**config.mk**
```make
export PLATFORM = sky130hd
export DESIGN_NAME = phase_dither_acc
export DESIGN_NICKNAME = d
export VERILOG_FILES = /design/src/rtl/phase_dither_pkg.sv /design/src/rtl/pd_lfsr.sv /design/src/rtl/pd_accum.sv /design/src/rtl/pd_trunc.sv /design/src/rtl/phase_dither_acc.sv
export SDC_FILE = /design/constraint.sdc
export NUM_CORES = 1
export LEC_CHECK = 0
export CORE_AREA = 10 10 82 84
export DETAILED_ROUTE_END_ITERATION = 10
export DIE_AREA = 0 0 92 94
export DONT_BUFFER_PORTS = 1
export RECOVER_POWER = 100
export SLEW_MARGIN = 10
export SYNTH_ARGS = -nofsm -noshare
export SYNTH_HDL_FRONTEND = slang
export SYNTH_SLANG_ARGS = --single-unit
```
**constraint.sdc**
```tcl
create_clock -name clk -period 2.5 [get_ports clk]
set_input_delay 0.5 -clock clk [delete_from_list [all_inputs] [get_ports clk]]
set_output_delay 0.5 -clock clk [all_outputs]
set_load 0.02 [all_outputs]
```
**src/rtl/phase_dither_pkg.sv**
```systemverilog
package phase_dither_pkg;

    // Feedback masks for maximal-length Fibonacci shift registers, bit n-1 = tap n.
    function automatic logic [23:0] lfsr_taps(input int unsigned w);
        case (w)
            2:       return 24'h000003;
            3:       return 24'h000006;
            4:       return 24'h00000C;
            5:       return 24'h000014;
            6:       return 24'h000030;
            7:       return 24'h000060;
            8:       return 24'h0000B8;
            9:       return 24'h000110;
            10:      return 24'h000240;
            11:      return 24'h000500;
            12:      return 24'h000829;
            13:      return 24'h00100D;
            14:      return 24'h002015;
            15:      return 24'h006000;
            16:      return 24'h00D008;
            17:      return 24'h012000;
            18:      return 24'h020400;
            19:      return 24'h040023;
            20:      return 24'h090000;
            21:      return 24'h140000;
            22:      return 24'h300000;
            23:      return 24'h420000;
            24:      return 24'hE10000;
            default: return 24'h000000;
        endcase
    endfunction

endpackage

```
**src/rtl/pd_lfsr.sv**
```systemverilog
module pd_lfsr #(
    parameter int unsigned W     = 8,
    parameter int unsigned OUT_W = 5,
    parameter logic [W-1:0] SEED = W'(1)
) (
    input  logic             clk,
    input  logic             rst_n,
    input  logic             step,
    output logic [OUT_W-1:0] dither
);
    localparam logic [23:0]  TAPS_ALL = phase_dither_pkg::lfsr_taps(W);
    localparam logic [W-1:0] TAPS     = TAPS_ALL[W-1:0];

    typedef struct packed {
        logic [W-1:0] st;
    } lfsr_t;

    lfsr_t cur_q, nxt_d;
    logic  fb;

    always_comb begin
        nxt_d = cur_q;
        fb    = ^(cur_q.st & TAPS);
        if (step) begin
            nxt_d.st = {cur_q.st[W-2:0], fb};
        end
    end

    always_ff @(posedge clk) begin
        if (!rst_n) begin
            cur_q.st <= SEED;
        end else begin
            cur_q <= nxt_d;
        end
    end

    assign dither = cur_q.st[OUT_W-1:0];
endmodule

```
**src/rtl/pd_accum.sv**
```systemverilog
module pd_accum #(
    parameter int unsigned   PH_W = 15,
    parameter logic [PH_W-1:0] INIT = '0
) (
    input  logic            clk,
    input  logic            rst_n,
    input  logic            in_valid,
    input  logic [PH_W-1:0] in_incr,
    output logic [PH_W-1:0] acc
);
    typedef struct packed {
        logic [PH_W-1:0] acc;
    } acc_t;

    acc_t cur_q, nxt_d;

    always_comb begin
        nxt_d = cur_q;
        if (in_valid) begin
            nxt_d.acc = cur_q.acc + in_incr;
        end
    end

    always_ff @(posedge clk) begin
        if (!rst_n) begin
            cur_q.acc <= INIT;
        end else begin
            cur_q <= nxt_d;
        end
    end

    assign acc = cur_q.acc;
endmodule

```
**src/rtl/pd_trunc.sv**
```systemverilog
module pd_trunc #(
    parameter int unsigned ADDR_W = 8,
    parameter int unsigned FRAC_W = 5,
    localparam int unsigned PH_W  = ADDR_W + 2 + FRAC_W,
    localparam int unsigned INT_W = ADDR_W + 2,
    localparam int unsigned ERR_W = (FRAC_W > 0) ? FRAC_W : 1
) (
    input  logic             clk,
    input  logic             rst_n,
    input  logic             in_valid,
    input  logic [PH_W-1:0]  acc,
    input  logic [PH_W-1:0]  dith,
    output logic             out_valid,
    output logic [INT_W-1:0] out_phase,
    output logic [ERR_W-1:0] out_err
);
    localparam logic [PH_W-1:0] LOW_MASK = (PH_W'(1) << FRAC_W) - PH_W'(1);

    typedef struct packed {
        logic             vld;
        logic [INT_W-1:0] ph;
        logic [ERR_W-1:0] err;
    } out_t;

    out_t            cur_q, nxt_d;
    logic [PH_W-1:0] sum;

    always_comb begin
        nxt_d     = cur_q;
        sum       = acc + dith;          // carry out of the top bit is dropped
        nxt_d.vld = in_valid;
        if (in_valid) begin
            nxt_d.ph  = INT_W'(sum >> FRAC_W);
            nxt_d.err = ERR_W'(sum & LOW_MASK);
        end
    end

    always_ff @(posedge clk) begin
        if (!rst_n) begin
            cur_q <= '0;
        end else begin
            cur_q <= nxt_d;
        end
    end

    assign out_valid = cur_q.vld;
    assign out_phase = cur_q.ph;
    assign out_err   = cur_q.err;
endmodule

```
**src/rtl/phase_dither_acc.sv**
```systemverilog
module phase_dither_acc #(
    parameter int unsigned ADDR_W    = 8,
    parameter int unsigned FRAC_W    = 5,
    parameter bit          DITHER_EN = 1'b1,
    parameter int unsigned LFSR_W    = 8,
    parameter logic [ADDR_W+FRAC_W+1:0] INIT_PHASE = '0,
    localparam int unsigned PH_W  = ADDR_W + 2 + FRAC_W,
    localparam int unsigned INT_W = ADDR_W + 2,
    localparam int unsigned ERR_W = (FRAC_W > 0) ? FRAC_W : 1
) (
    input  logic             clk,
    input  logic             rst_n,
    input  logic             in_valid,
    input  logic [PH_W-1:0]  in_incr,
    output logic             out_valid,
    output logic [INT_W-1:0] out_phase,
    output logic [ERR_W-1:0] out_err
);
    localparam int unsigned LW_MIN = (LFSR_W < FRAC_W) ? FRAC_W : LFSR_W;
    localparam int unsigned LW     = (LW_MIN < 2) ? 2 : LW_MIN;

    logic [PH_W-1:0] acc_w;
    logic [PH_W-1:0] dith_w;

    pd_accum #(
        .PH_W (PH_W),
        .INIT (INIT_PHASE)
    ) u_accum (
        .clk      (clk),
        .rst_n    (rst_n),
        .in_valid (in_valid),
        .in_incr  (in_incr),
        .acc      (acc_w)
    );

    generate
        if (DITHER_EN && (FRAC_W > 0)) begin : g_dither
            logic [FRAC_W-1:0] frac_off;
            pd_lfsr #(
                .W     (LW),
                .OUT_W (FRAC_W)
            ) u_lfsr (
                .clk    (clk),
                .rst_n  (rst_n),
                .step   (in_valid),
                .dither (frac_off)
            );
            assign dith_w = PH_W'(frac_off);
        end else begin : g_plain
            assign dith_w = '0;
        end
    endgenerate

    pd_trunc #(
        .ADDR_W (ADDR_W),
        .FRAC_W (FRAC_W)
    ) u_trunc (
        .clk       (clk),
        .rst_n     (rst_n),
        .in_valid  (in_valid),
        .acc       (acc_w),
        .dith      (dith_w),
        .out_valid (out_valid),
        .out_phase (out_phase),
        .out_err   (out_err)
    );
endmodule

```
**After elaboration in Yosys (flattened, before gate mapping)**

Cells that the tools add are included.

- Register bits: 39
- Word-level logic and storage cells: 8
- Input port bits: 18

- Reduce and logical (&&, ||, !) cells: 1
- Add/subtract/negate cells: 2

Operators by type and width:

| cell | number |
|---|---|
| 15-bit adder | 1 |
| 15-bit by 5-bit adder with 15-bit output | 1 |
| 8-bit XOR reduction | 1 |

**Depth between registers and ports, before layout**

- Word-level depth: 1
- Mapped depth: 7
- Gate-level depth less buffers: 7

**Cells and area by module**

A second synthesis with hierarchy kept.

- Cells, all modules: 329
- Area, all modules: 2,851.5 um^2

Modules (own cells, without submodules):

| module | times used | area each (um^2) | cells an instance |
|---|---|---|---|
| pd_accum | 1 | 1,271.2 | 151 |
| pd_trunc | 1 | 1,217.4 | 144 |
| pd_lfsr | 1 | 359.1 | 33 |
| phase_dither_acc | 1 | 3.8 | 1 |

**Worst setup path before layout**

Ideal clock, no wire load.

- Path type: input-to-reg
- Start point: in in_incr[3]
- End point: reg, netlist name u_accum.acc[13]
- Slack: 195 ps
- Setup time: 117 ps
- Data required time: 2,383 ps
- Buffers on the path: 0
- Data arrival time: 2,188 ps
- Stages on the path: 6
- Cells stage by stage: ha_1 a21o_1 a311o_1 and3_1 or4_1 a32o_1

- Word-level cells in the longest chain between the ends: 1

RTL lines:

| element | RTL line | source |
|---|---|---|
| start, declared | phase_dither_acc.sv:14 | `input logic [PH_W-1:0] in_incr,` |
| 15-bit adder | pd_accum.sv:20 | `nxt_d.acc = cur_q.acc + in_incr;` |

No other way between the ends.
A chain may end at the register's enable or synchronous reset.

**Worst setup path after layout**

- Start point: reg, netlist name u_accum.acc[3]
- End point: reg, netlist name u_accum.acc[13]

- Word-level cells in the longest chain between the ends: 1

RTL lines:

| element | RTL line |
|---|---|
| 15-bit adder | pd_accum.sv:20 |

No other way between the ends.

==> impl_metrics.ini <==
[layout]
syn_to_final_growth_pct = 8.291
seq_area_sq_um = 780.7
layout-drive-gt1-share_pct = 5.517
multi_input_area_sq_um = 1615
post-route-util_pct = 52.81
final_nets = 328
antenna_cells = 0
fill_cells = 497

[sta]
fmax_mhz = 459.3
report.final.slew_viol_count = 0
finalCritPeriodShare_pct = 87.09
fin_skew_ns = 0.003495
rsz0062_at_grt = no
tns_ns = 0
worst_pin_slew_ns = 0.9003
finalSetupViolCount = 0
hold_viol = 0
period_needed_ns = 2.177
relSlewSlack_pct = 39.91

[logic_synthesis]
yosysUniqueCellTypes = 50
ys_ff_latch = 39
synth_top_area_share_pct = 31.55
yosysMostFrequentCell = dfxtp_1
yosysSeqAreaShare_pct = 31.55
synthFlopType = dfxtp_1
synthArstFlopShare_pct = 0
ys_top_cells_by_count = dfxtp_1, nor2_1, o21ai_0, ha_1, nand2_1
syn_inst = 288
synthesis.nets = 327
synth_area_leaders = dfxtp_1, ha_1, mux2i_1, o21ai_0, nor2_1
synth_edf_count = 0
syn_area_sq_um = 2475
yosys_warnings = 0
yosys.area.top_type = dfxtp_1
avgSynthCellArea_sq_um = 8.593

[pwr]
comb_power_share_pct = 26.1
power.density_nw_per_um2 = 665.9
p_sw_share_pct = 31.93
p_total_uw = 1785
pwr-share-clk_pct = 30.2
internal_power_uw = 1215
p_switching_uw = 569.9
vdd_drop_max_mv = 0.2889
power_leakage_uw = 0.001181
pwr-share-seq_pct = 43.7

[setup_path]
crit_arrival_ns = 2.36
crit_path_max_fanout = 4
worst_path_dominant_cell_family = compound AO/OA/AOI/OAI gates
critical_path_class = reg -> reg
cpMaxStageDelayCell = dfxtp_1
start_kind = register
crit_path_max_incr_delay_ns = 0.39
crit_buf_inv = 0
setup.worst_path.end_class = register
path_cells = ha_1 -> a21o_1 -> a311o_1 -> and3_1 -> or4_1 -> a32o_1
crit_required_ns = 2.69

[clock_tree]
cts_hold_buf = 0
numCtsBuffers = 5
post_cts_buffers = 0
cts_tree = built
clock_latency_ns = 0.29
clk_pin_slew_ns = 0.07
clock_path_buffers = 2
cts_resized = 0
clock_sink_count = 39
htreeDepth = 2
root_buffer = clkbuf_8

[die]
die-area_sq_um = 8648
fp.dieH_um = 94
core_area_sq_um = 5075
fp-row-count = 26
die-width_um = 92
io_pins = 34
start_util_pct = 48.77

[min_path]
hp-class = in -> reg

[route]
ant_nets = 0
drt-wirelength-per-cell_um = 15.60
drc = 0
drt_pass1_iterations = 4
via_count = 2061
wl_um = 5616
drtIter0Drc = 127
routed_via_density = 5.725

[placed_design]
dp_hpwl_um = 4145
portBuffers = 0
place_congestion = 0.8659

[global_routing]
grt_max_degree = 57
grt_pass1_wl_um = 9501
grt_pass1_vias = 1962
grt_antenna_before_repair = 0
grt_usage_pct = 13.34
grt-ovfl-total = 0

[status]
run_status = finished clean

[job]
drv_cap = 0
[power groups by stage]
stage / Combinational (uW) / Sequential (uW) / Clock [uW]
after floorplan: 375 / 773 / 0
after global placement: 456 / 794 / 0
after detailed placement: 461 / 796 / 0
after CTS: 463 / 781 / 559
after global routing: 527 / 791 / 580
final: 465 / 779 / 540
[placed cells by master, fill, tap and decap left out, types with 8 or more instances in the layout]
cell type and count:
dfxtp_1 39, nand2_1 19, nor2_1 25, mux2i_1 15
inv_1 8, a21o_1 11, a21oi_1 16, and3_1 8
ha_1 19, o21ai_0 21
[per-stage QoR]
stage               setup slack (ns)  std cells  hold WS, ns  instance area [sq um]
finish                        0.3228        360       0.2706                   2680
global route                  0.1859        360       0.2690                   2680
CTS                           0.3166        360       0.2609                   2684
detailed placement            0.1733        352       0.4894                   2566
global placement              0.1952        352       0.4816                   2566
floorplan                     0.1950        288       0.4601                   2475
[final timing paths]
| kind | endpoint | depth (start not counted) | start | slack (ns) |
|---|---|---|---|---|
| hold / removal | g_dither.u_lfsr.cur_q[0]$_SDFFE_PN1P_ | 1 | rst_n | 0.27 |
| hold reg to reg | g_dither.u_lfsr.cur_q[6]$_SDFFE_PN0P_ | 2 | g_dither.u_lfsr.cur_q[6]$_SDFFE_PN0P_ | 0.50 |
| setup reg to reg | u_accum.acc[13]$_SDFFE_PN0P_ | 6 | u_accum.acc[3]$_SDFFE_PN0P_ | 0.32 |
| setup / recovery | u_accum.acc[13]$_SDFFE_PN0P_ | 6 | u_accum.acc[3]$_SDFFE_PN0P_ | 0.32 |
[state kept, by name (all words and copies together) (netlist names)]
name	flops
u_accum.acc	15
u_trunc.out_phase	10
g_dither.u_lfsr.cur_q	8
u_trunc.out_err	5
u_trunc.out_valid	1
[area by class of cell]
type | instances | share of cell area, %
tap | 70 | 3.268
inverter | 8 | 1.120
clock inverter | 2 | 1.307
multi-input combinational | 228 | 60.27
timing repair buffer | 7 | 1.821
clock buffer | 6 | 3.081
sequential | 39 | 29.13
[worst register-to-register path, delay by kind of cell (launching register included)]
family                   cells  cell delay [ns]
AO/OA/AOI/OAI                3             0.83
AND/OR/NAND/NOR              2             0.59
flip-flops                   1             0.39
adder cells (fa/ha/maj)      1             0.26
[kinds of logic (layout without fill, tap and decap cells)]
group	count (synthesis)	count (layout)	synth area share (%)
AND/OR/NAND/NOR	95	95	20.93
AO/OA/AOI/OAI	84	84	22.45
flip-flops	39	39	31.55
adder cells (fa/ha/maj)	21	21	11.22
buffers and inverters	21	23	3.185
multiplexers	15	15	6.067
XOR/XNOR	13	13	4.601
[routing by layer]
metal / share of wire (%) / up-vias / GRT usage, %
li1: - / 1078 / -
met1: 49 / 917 / 17.38
met2: 42 / 61 / 19.76
met3: 7.4 / 5 / 4.396
met4: 1.5 / 0 / 5.398
met5: 0 / - / 0
Power figures use the tool's default switching activity.
